[src/rtl/psf_pkg.sv]
package psf_pkg;
  localparam logic [3:0] KIND_NARROW = 4'd1;
  localparam logic [3:0] KIND_WIDE   = 4'd9;
  localparam int WIDE_BASE_OFS   = 4;
  localparam int WIDE_SPAN       = 7;
  localparam int WIDE_SS_STEP    = 4;
  localparam int NARROW_BASE_OFS = 2;
  localparam int NARROW_SPAN     = 4;
  localparam int NARROW_SS_STEP  = 2;

  typedef enum logic [1:0] {
    ST_IDLE  = 2'd0,
    ST_RD_SP = 2'd1,
    ST_RD_SS = 2'd2
  } fetch_st_e;
endpackage

[src/rtl/psf_locate.sv]
module psf_locate
  import psf_pkg::*;
#(
  parameter int ADDR_W = 32
) (
  input  logic [1:0]        level_i,
  input  logic [3:0]        kind_i,
  input  logic              tr_ok_i,
  input  logic [ADDR_W-1:0] base_i,
  input  logic [ADDR_W-1:0] limit_i,
  output logic [ADDR_W-1:0] sp_addr_o,
  output logic [ADDR_W-1:0] ss_addr_o,
  output logic              wide_o,
  output logic              bad_o,
  output logic              over_o
);
  localparam int EXT_W = ADDR_W + 1;

  logic              narrow;
  logic [ADDR_W-1:0] slot_ofs;
  logic [ADDR_W-1:0] ss_step;
  logic [EXT_W-1:0]  slot_last;

  always_comb begin
    wide_o = (kind_i == KIND_WIDE);
    narrow = (kind_i == KIND_NARROW);
    if (wide_o) begin
      slot_ofs  = ADDR_W'({level_i, 3'b000}) + ADDR_W'(WIDE_BASE_OFS);
      ss_step   = ADDR_W'(WIDE_SS_STEP);
      slot_last = {1'b0, slot_ofs} + EXT_W'(WIDE_SPAN);
    end else begin
      slot_ofs  = ADDR_W'({level_i, 2'b00}) + ADDR_W'(NARROW_BASE_OFS);
      ss_step   = ADDR_W'(NARROW_SS_STEP);
      slot_last = {1'b0, slot_ofs} + EXT_W'(NARROW_SPAN);
    end
    over_o    = slot_last > {1'b0, limit_i};
    bad_o     = !tr_ok_i || !(wide_o || narrow) || (level_i == 2'd3);
    sp_addr_o = base_i + slot_ofs;
    ss_addr_o = base_i + slot_ofs + ss_step;
  end
endmodule

[src/rtl/psf_sequencer.sv]
module psf_sequencer
  import psf_pkg::*;
#(
  parameter int ADDR_W = 32,
  parameter int SEL_W  = 16,
  parameter int SP_W   = 32
) (
  input  logic              clk,
  input  logic              rst_n,
  input  logic              start_i,
  input  logic [SEL_W-1:0]  sel_i,
  input  logic [ADDR_W-1:0] base_i,
  input  logic [ADDR_W-1:0] limit_i,
  input  logic [ADDR_W-1:0] sp_addr_i,
  input  logic [ADDR_W-1:0] ss_addr_i,
  input  logic              wide_i,
  input  logic              bad_i,
  input  logic              over_i,
  output logic              mem_req_o,
  output logic [ADDR_W-1:0] mem_addr_o,
  output logic              mem_wide_o,
  input  logic              mem_ready_i,
  input  logic [SP_W-1:0]   mem_rdata_i,
  output logic              done_o,
  output logic [SEL_W-1:0]  ss_o,
  output logic [SP_W-1:0]   sp_o,
  output logic              fault_o,
  output logic [SEL_W-1:0]  err_code_o,
  output logic              bad_state_o
);
  localparam int HALF_W = SP_W / 2;

  fetch_st_e         st_q, st_n;
  logic [ADDR_W-1:0] sp_addr_q, sp_addr_n;
  logic [ADDR_W-1:0] ss_addr_q, ss_addr_n;
  logic [ADDR_W-1:0] base_q, base_n;
  logic [ADDR_W-1:0] limit_q, limit_n;
  logic              wide_q, wide_n;
  logic [SP_W-1:0]   sp_q, sp_n;
  logic [SEL_W-1:0]  ss_q, ss_n;
  logic [SEL_W-1:0]  err_q, err_n;
  logic              done_q, done_n;
  logic              fault_q, fault_n;
  logic              bad_q, bad_n;

  always_comb begin
    st_n      = st_q;
    sp_addr_n = sp_addr_q;
    ss_addr_n = ss_addr_q;
    base_n    = base_q;
    limit_n   = limit_q;
    wide_n    = wide_q;
    sp_n      = sp_q;
    ss_n      = ss_q;
    err_n     = err_q;
    done_n    = 1'b0;
    fault_n   = 1'b0;
    bad_n     = 1'b0;
    unique case (st_q)
      ST_IDLE: begin
        if (start_i) begin
          if (bad_i) begin
            bad_n = 1'b1;
          end else if (over_i) begin
            fault_n = 1'b1;
            err_n   = {sel_i[SEL_W-1:2], 2'b00};
          end else begin
            st_n      = ST_RD_SP;
            sp_addr_n = sp_addr_i;
            ss_addr_n = ss_addr_i;
            base_n    = base_i;
            limit_n   = limit_i;
            wide_n    = wide_i;
          end
        end
      end
      ST_RD_SP: begin
        if (mem_ready_i) begin
          st_n = ST_RD_SS;
          sp_n = wide_q ? mem_rdata_i : {{(SP_W-HALF_W){1'b0}}, mem_rdata_i[HALF_W-1:0]};
        end
      end
      ST_RD_SS: begin
        if (mem_ready_i) begin
          st_n   = ST_IDLE;
          ss_n   = mem_rdata_i[SEL_W-1:0];
          done_n = 1'b1;
        end
      end
      default: st_n = ST_IDLE;
    endcase
  end

  always_ff @(posedge clk or negedge rst_n) begin
    if (!rst_n) begin
      st_q      <= ST_IDLE;
      sp_addr_q <= '0;
      ss_addr_q <= '0;
      base_q    <= '0;
      limit_q   <= '0;
      wide_q    <= 1'b0;
      sp_q      <= '0;
      ss_q      <= '0;
      err_q     <= '0;
      done_q    <= 1'b0;
      fault_q   <= 1'b0;
      bad_q     <= 1'b0;
    end else begin
      st_q      <= st_n;
      sp_addr_q <= sp_addr_n;
      ss_addr_q <= ss_addr_n;
      base_q    <= base_n;
      limit_q   <= limit_n;
      wide_q    <= wide_n;
      sp_q      <= sp_n;
      ss_q      <= ss_n;
      err_q     <= err_n;
      done_q    <= done_n;
      fault_q   <= fault_n;
      bad_q     <= bad_n;
    end
  end

  assign mem_req_o   = (st_q != ST_IDLE);
  assign mem_addr_o  = (st_q == ST_RD_SP) ? sp_addr_q : ss_addr_q;
  assign mem_wide_o  = (st_q == ST_RD_SP) && wide_q;
  assign done_o      = done_q;
  assign fault_o     = fault_q;
  assign bad_state_o = bad_q;
  assign ss_o        = ss_q;
  assign sp_o        = sp_q;
  assign err_code_o  = err_q;


  one_outcome_chk: assert property (@(posedge clk) disable iff (!rst_n)
    $onehot0({done_o, fault_o, bad_state_o}));


  req_hold_chk: assert property (@(posedge clk) disable iff (!rst_n)
    (mem_req_o && !mem_ready_i) |=> (mem_req_o && $stable(mem_addr_o)));


  in_limit_chk: assert property (@(posedge clk) disable iff (!rst_n)
    mem_req_o |-> (({1'b0, mem_addr_o - base_q} + (mem_wide_o ? (ADDR_W+1)'(3) : (ADDR_W+1)'(1)))
                   <= {1'b0, limit_q}));


  err_align_chk: assert property (@(posedge clk) disable iff (!rst_n)
    fault_o |-> (err_code_o[1:0] == 2'b00));


  done_idle_chk: assert property (@(posedge clk) disable iff (!rst_n)
    done_o |-> !mem_req_o);


  bad_noreq_chk: assert property (@(posedge clk) disable iff (!rst_n)
    (bad_state_o || fault_o) |-> !mem_req_o);
endmodule

[src/rtl/priv_stack_fetch.sv]
module priv_stack_fetch #(
  parameter int ADDR_W = 32,
  parameter int SEL_W  = 16,
  parameter int SP_W   = 32
) (
  input  logic              clk,
  input  logic              rst_n,
  input  logic              start_i,
  input  logic [1:0]        level_i,
  input  logic [SEL_W-1:0]  tr_sel_i,
  input  logic [ADDR_W-1:0] tr_base_i,
  input  logic [ADDR_W-1:0] tr_limit_i,
  input  logic [3:0]        tr_kind_i,
  input  logic              tr_ok_i,
  output logic              mem_req_o,
  output logic [ADDR_W-1:0] mem_addr_o,
  output logic              mem_wide_o,
  input  logic              mem_ready_i,
  input  logic [SP_W-1:0]   mem_rdata_i,
  output logic              done_o,
  output logic [SEL_W-1:0]  ss_o,
  output logic [SP_W-1:0]   sp_o,
  output logic              fault_o,
  output logic [SEL_W-1:0]  err_code_o,
  output logic              bad_state_o
);
  logic [ADDR_W-1:0] sp_addr, ss_addr;
  logic              wide, bad, over;

  psf_locate #(.ADDR_W(ADDR_W)) u_locate (
    .level_i   (level_i),
    .kind_i    (tr_kind_i),
    .tr_ok_i   (tr_ok_i),
    .base_i    (tr_base_i),
    .limit_i   (tr_limit_i),
    .sp_addr_o (sp_addr),
    .ss_addr_o (ss_addr),
    .wide_o    (wide),
    .bad_o     (bad),
    .over_o    (over)
  );

  psf_sequencer #(.ADDR_W(ADDR_W), .SEL_W(SEL_W), .SP_W(SP_W)) u_seq (
    .clk         (clk),
    .rst_n       (rst_n),
    .start_i     (start_i),
    .sel_i       (tr_sel_i),
    .base_i      (tr_base_i),
    .limit_i     (tr_limit_i),
    .sp_addr_i   (sp_addr),
    .ss_addr_i   (ss_addr),
    .wide_i      (wide),
    .bad_i       (bad),
    .over_i      (over),
    .mem_req_o   (mem_req_o),
    .mem_addr_o  (mem_addr_o),
    .mem_wide_o  (mem_wide_o),
    .mem_ready_i (mem_ready_i),
    .mem_rdata_i (mem_rdata_i),
    .done_o      (done_o),
    .ss_o        (ss_o),
    .sp_o        (sp_o),
    .fault_o     (fault_o),
    .err_code_o  (err_code_o),
    .bad_state_o (bad_state_o)
  );
endmodule

[config.mk]
export PLATFORM = sky130hd
export DESIGN_NAME = priv_stack_fetch
export DESIGN_NICKNAME = d
export VERILOG_FILES = /design/src/rtl/psf_pkg.sv /design/src/rtl/psf_locate.sv /design/src/rtl/psf_sequencer.sv /design/src/rtl/priv_stack_fetch.sv
export SDC_FILE = /design/constraint.sdc
export NUM_CORES = 1
export LEC_CHECK = 0
export BUFFER_PORTS_ARGS = -buffer_cell sky130_fd_sc_hd__buf_2
export CELL_PAD_IN_SITES_DETAIL_PLACEMENT = 1
export CELL_PAD_IN_SITES_GLOBAL_PLACEMENT = 2
export CORE_UTILIZATION = 33
export DETAILED_ROUTE_END_ITERATION = 10
export PLACE_DENSITY = 0.93
export SETUP_SLACK_MARGIN = 0.02
export SLEW_MARGIN = 20
export SYNTH_ARGS = -nofsm -noshare
export SYNTH_HDL_FRONTEND = slang
export SYNTH_HIERARCHICAL = 1
export SYNTH_SLANG_ARGS = --single-unit
[constraint.sdc]
create_clock -name clk -period 2.15 [get_ports clk]
set_clock_uncertainty 0.1 [all_clocks]
set_input_delay 0.3225 -clock clk [delete_from_list [all_inputs] [get_ports clk]]
set_output_delay 0.3225 -clock clk [all_outputs]
set_load 0.1 [all_outputs]
==> impl_table.tex <==
\begin{tabular}{lr}
\hline
Metric & Value \\
\hline
\multicolumn{2}{l}{\textbf{CTS}} \\
H-Tree Level Count & 4 \\
Root Buffer Master & sky130\_fd\_sc\_hd\_\_clkbuf\_16 \\
Clock-pin slew on the worst setup and hold paths & 0.06 ns \\
CTS tree & done \\
TritonCTS Buffers & 17 \\
CTS Sinks & 132 \\
Maximum count of clock buffers along a single path & 2 \\
Worst-skew pair later-pin latency & 0.42 ns \\
\multicolumn{2}{l}{\textbf{Hold path}} \\
Class of the tightest hold or removal check & input pin to flip-flop \\
\multicolumn{2}{l}{\textbf{STA}} \\
Number of setup violations in the final report & 113 \\
Worst hold-check slack & 0.0307 ns \\
Worst slew pin tran & 0.507 ns \\
Final hold violation count & 0 \\
Slew headroom & 0.659 \\
Max Slew Vio Count & 0 \\
Portion of the clock cycle consumed by the worst path in the final layout & 1.46 \\
Setup slack after layout & -0.988 ns \\
Top achievable clock speed & 319 MHz \\
Unrepaired setup endpoints after global routing & yes \\
Time the worst path needs with I/O delays and setup & 3.14 ns \\
\multicolumn{2}{l}{\textbf{Layout}} \\
Most frequent cells in the layout & sky130\_fd\_sc\_hd\_\_buf\_2, sky130\_fd\_sc\_hd\_\_dfrtp\_1, sky130\_fd\_sc\_hd\_\_buf\_4, sky130\_fd\_sc\_hd\_\_mux2\_4, sky130\_fd\_sc\_hd\_\_nand2\_1 \\
Final Net Count & 1,153 \\
Most common cell after layout, fill and taps aside & sky130\_fd\_sc\_hd\_\_buf\_2 \\
Post-route cell area & 0.0121 mm\^{}2 \\
Post-Route Utilization & 0.556 \\
Share of cells above drive strength 1 & 0.615 \\
P\&R area growth vs syn & 65.7\% \\
\multicolumn{2}{l}{\textbf{Power and ir drop}} \\
Highest ir drop seen on vdd & 0.582 mV \\
P\_leak & 0.00599 uW \\
Total power consumption of the routed design & 12,600 uW \\
Power per standard cell area & 1040 mW/mm\^{}2 \\
\multicolumn{2}{l}{\textbf{Worst setup path}} \\
Worst endpoint data arrival time & 3.33 ns \\
Required time of the worst setup path & 2.34 ns \\
Reg2reg setup slack & -0.02 ns \\
Crit end category & flip-flop \\
Largest driver fanout on the critical path & 6 \\
Critical path type & input pin to flip-flop \\
Crit path launch type & input pin \\
\multicolumn{2}{l}{\textbf{Synth}} \\
Post-synthesis sequential area ratio & 0.453 \\
Dominant synthesized flop cell & sky130\_fd\_sc\_hd\_\_dfrtp\_1 \\
Post-synthesis instance area & 0.00730 mm\^{}2 \\
Post-synth EDFFs & 0 \\
Async set or reset register ratio after synthesis & 1.00 \\
Count of different cell masters after synthesis & 61 \\
Number of instances in the synthesized netlist & 643 \\
Total number of yosys warnings & 6 \\
Flip-flop and latch count after synthesis & 132 \\
Share of Yosys cell area claimed by the top area cell type & 0.453 \\
Average cell area after synthesis & 11.3 um\^{}2 \\
Largest cells by area after synthesis & sky130\_fd\_sc\_hd\_\_dfrtp\_1, sky130\_fd\_sc\_hd\_\_mux2\_2, sky130\_fd\_sc\_hd\_\_mux2\_1 \\
Leading area contributor after synthesis & sky130\_fd\_sc\_hd\_\_dfrtp\_1 \\
\multicolumn{2}{l}{\textbf{Global route}} \\
Vias in the first global route & 7,147 \\
Largest net degree at the start of global routing & 51 \\
GRT Resource Usage Total & 0.233 \\
Wire length of the first global-routing pass & 39,900 um \\
Total congestion overflow & 0 \\
Initial antenna violation count & 1 \\
\multicolumn{2}{l}{\textbf{Routing}} \\
Residual antenna-violating net count after detailed routing & 0 \\
Drt drc & 0 \\
Total iterations of the first detailed-routing run & 4 \\
Drt first-iter violations & 253 \\
Post-detailed-route via-to-cell ratio & 5.09 \\
Routed via count & 6,674 \\
Routed Wire Length & 28,900 um \\
Routed wirelength normalized by instance count & 22.1 um \\
\multicolumn{2}{l}{\textbf{Die}} \\
Placement Rows & 54 \\
\# IOs & 224 \\
CORE AREA & 0.0218 mm\^{}2 \\
Total die area & 0.0227 mm\^{}2 \\
Starting density of the core & 0.335 \\
Die width & 151 um \\
Height of the chip & 151 um \\
\multicolumn{2}{l}{\textbf{Placed design}} \\
Count of input and output buffers & 219 \\
Weighted congestion reported at the end of routability-driven placement & 0.843 \\
Detailed-placement wirelength estimate & 17,700 um \\
Post-Place Cell Area & 0.0103 mm\^{}2 \\
\multicolumn{2}{l}{\textbf{Job}} \\
Number of max-capacitance violations reported & 0 \\
\multicolumn{2}{l}{\textbf{Run status}} \\
Outcome & finished with violations \\
Violations in the final reports & setup timing \\
\hline
\end{tabular}
## flip-flops by register name, summed over array words and instances (netlist names)
name	cells
u_seq/wide_q	1
u_seq/fault_o	1
u_seq/ss_o	16
u_seq/done_o	1
u_seq/sp_o	32
u_seq/st_q	2
u_seq/bad_state_o	1
u_seq/err_code_o	14
u_seq/sp_addr_q	32
u_seq/ss_addr_q	32
## routing by layer
layer  GRT usage  part of all wire  up-vias
li1            -                 -     3002
met1       0.270              0.39     3358
met2       0.434              0.53      248
met3      0.0376             0.050       66
met4      0.0765             0.029        0
met5           0                 0        -
## power breakdown
part	internal, uW	leakage [uW]	switching [uW]
Combinational	2030	0.00399	4100
Clock	1810	0.000300	1280
Sequential	3040	0.00170	335
## layout make-up
cell class | count | area (um^2)
Sequential cell | 132 | 3300
Clock buffer | 19 | 453
Antenna cell | 1 | 2.50
Fill cell | 2263 | 9670
Clock inverter | 13 | 160
Inverter | 28 | 105
Tap cell | 280 | 350
Multi-Input combinational cell | 456 | 4490
Timing Repair Buffer | 381 | 3220
## path summary, 6_finish.rpt
| kind | start | depth (start not counted) | to |
|---|---|---|---|
| setup reg to reg | u_seq/st_q[0] | 6 | u_seq/ss_addr_q[26] |
| hold / removal | start_i | 3 | u_seq/bad_state_o |
| hold reg to reg | u_seq/sp_o[22] | 2 | u_seq/sp_o[22] |
| setup / recovery | tr_kind_i[0] | 16 | u_seq/ss_addr_q[28] |
| min in group asynchronous | rst_n | 2 | u_seq/err_code_o[8] |
| max in group asynchronous | rst_n | 3 | u_seq/st_q[0] |
## cell usage after synthesis (2+ instances only)
| cell | n |
|---|---|
| sky130_fd_sc_hd__buf_2 | 10 |
| sky130_fd_sc_hd__nand3b_1 | 3 |
| sky130_fd_sc_hd__nor3_2 | 5 |
| sky130_fd_sc_hd__nand4_1 | 12 |
| sky130_fd_sc_hd__xnor2_1 | 32 |
| sky130_fd_sc_hd__o21ai_0 | 22 |
| sky130_fd_sc_hd__nand3_1 | 18 |
| sky130_fd_sc_hd__nor4_1 | 10 |
| sky130_fd_sc_hd__nor2_1 | 20 |
| sky130_fd_sc_hd__nor3_1 | 8 |
| sky130_fd_sc_hd__or2_2 | 4 |
| sky130_fd_sc_hd__nand4b_1 | 4 |
| sky130_fd_sc_hd__and3_1 | 11 |
| sky130_fd_sc_hd__xor2_1 | 23 |
| sky130_fd_sc_hd__and4_1 | 2 |
| sky130_fd_sc_hd__inv_1 | 28 |
| sky130_fd_sc_hd__ha_1 | 12 |
| sky130_fd_sc_hd__nand3_2 | 2 |
| sky130_fd_sc_hd__nor2b_1 | 3 |
| sky130_fd_sc_hd__a211oi_2 | 2 |
| sky130_fd_sc_hd__buf_4 | 10 |
| sky130_fd_sc_hd__fa_1 | 2 |
| sky130_fd_sc_hd__mux2_1 | 39 |
| sky130_fd_sc_hd__nand2b_1 | 6 |
| sky130_fd_sc_hd__dfrtp_1 | 132 |
| sky130_fd_sc_hd__nand2_1 | 65 |
| sky130_fd_sc_hd__a32oi_1 | 2 |
| sky130_fd_sc_hd__clkbuf_1 | 7 |
| sky130_fd_sc_hd__nand4_4 | 2 |
| sky130_fd_sc_hd__a21oi_1 | 9 |
| sky130_fd_sc_hd__mux2_2 | 104 |
| sky130_fd_sc_hd__and2_1 | 5 |
## cell families (layout without fill, tap and decap cells)
group           count (synthesis)  count (layout)  share of synthesized area
other cells                     1               3                   0.000514
xor+xnor                       57              57                     0.0705
compound gates                 51              51                     0.0504
fa+ha+maj                      14              14                     0.0261
mux                           143             143                      0.221
buf+inv                        56             441                     0.0357
simple gates                  189             189                      0.144
flops                         132             132                      0.453
## repair_timing
action	CTS	global route
setup endpoints to repair	113	114
pin swaps	9	16
cloned	6	4
hold buffers	1	0
setup buffers	16	12
gates resized for setup	62	90
hold endpoints to repair	18	0
## through the flow
stage,setup WS [ns],setup TNS (ns),cells
after detailed placement,-1.52,-101.81,1240
after CTS,-0.875,-59.56,1295
after global routing,-1.12,-67.30,1310
after global placement,-1.38,-93.85,1240
after floorplan,-1.08,-51.29,644
final,-0.988,-57.50,1310
## critical path: stages
cell and delay, ns:
sky130_fd_sc_hd__buf_6 0.10, sky130_fd_sc_hd__nor3b_4 0.14, sky130_fd_sc_hd__buf_6 0.13, sky130_fd_sc_hd__and3_1 0.22, sky130_fd_sc_hd__ha_4 0.36, sky130_fd_sc_hd__a21oi_4 0.09
sky130_fd_sc_hd__buf_4 0.15, sky130_fd_sc_hd__nand2_4 0.10, sky130_fd_sc_hd__buf_4 0.12, sky130_fd_sc_hd__nand4_1 0.19, sky130_fd_sc_hd__a32oi_4 0.35, sky130_fd_sc_hd__and3_4 0.27
sky130_fd_sc_hd__nand3_4 0.18, sky130_fd_sc_hd__nor3_2 0.20, sky130_fd_sc_hd__xor2_1 0.10, sky130_fd_sc_hd__mux2_1 0.31
Power figures use the tool's default switching activity.
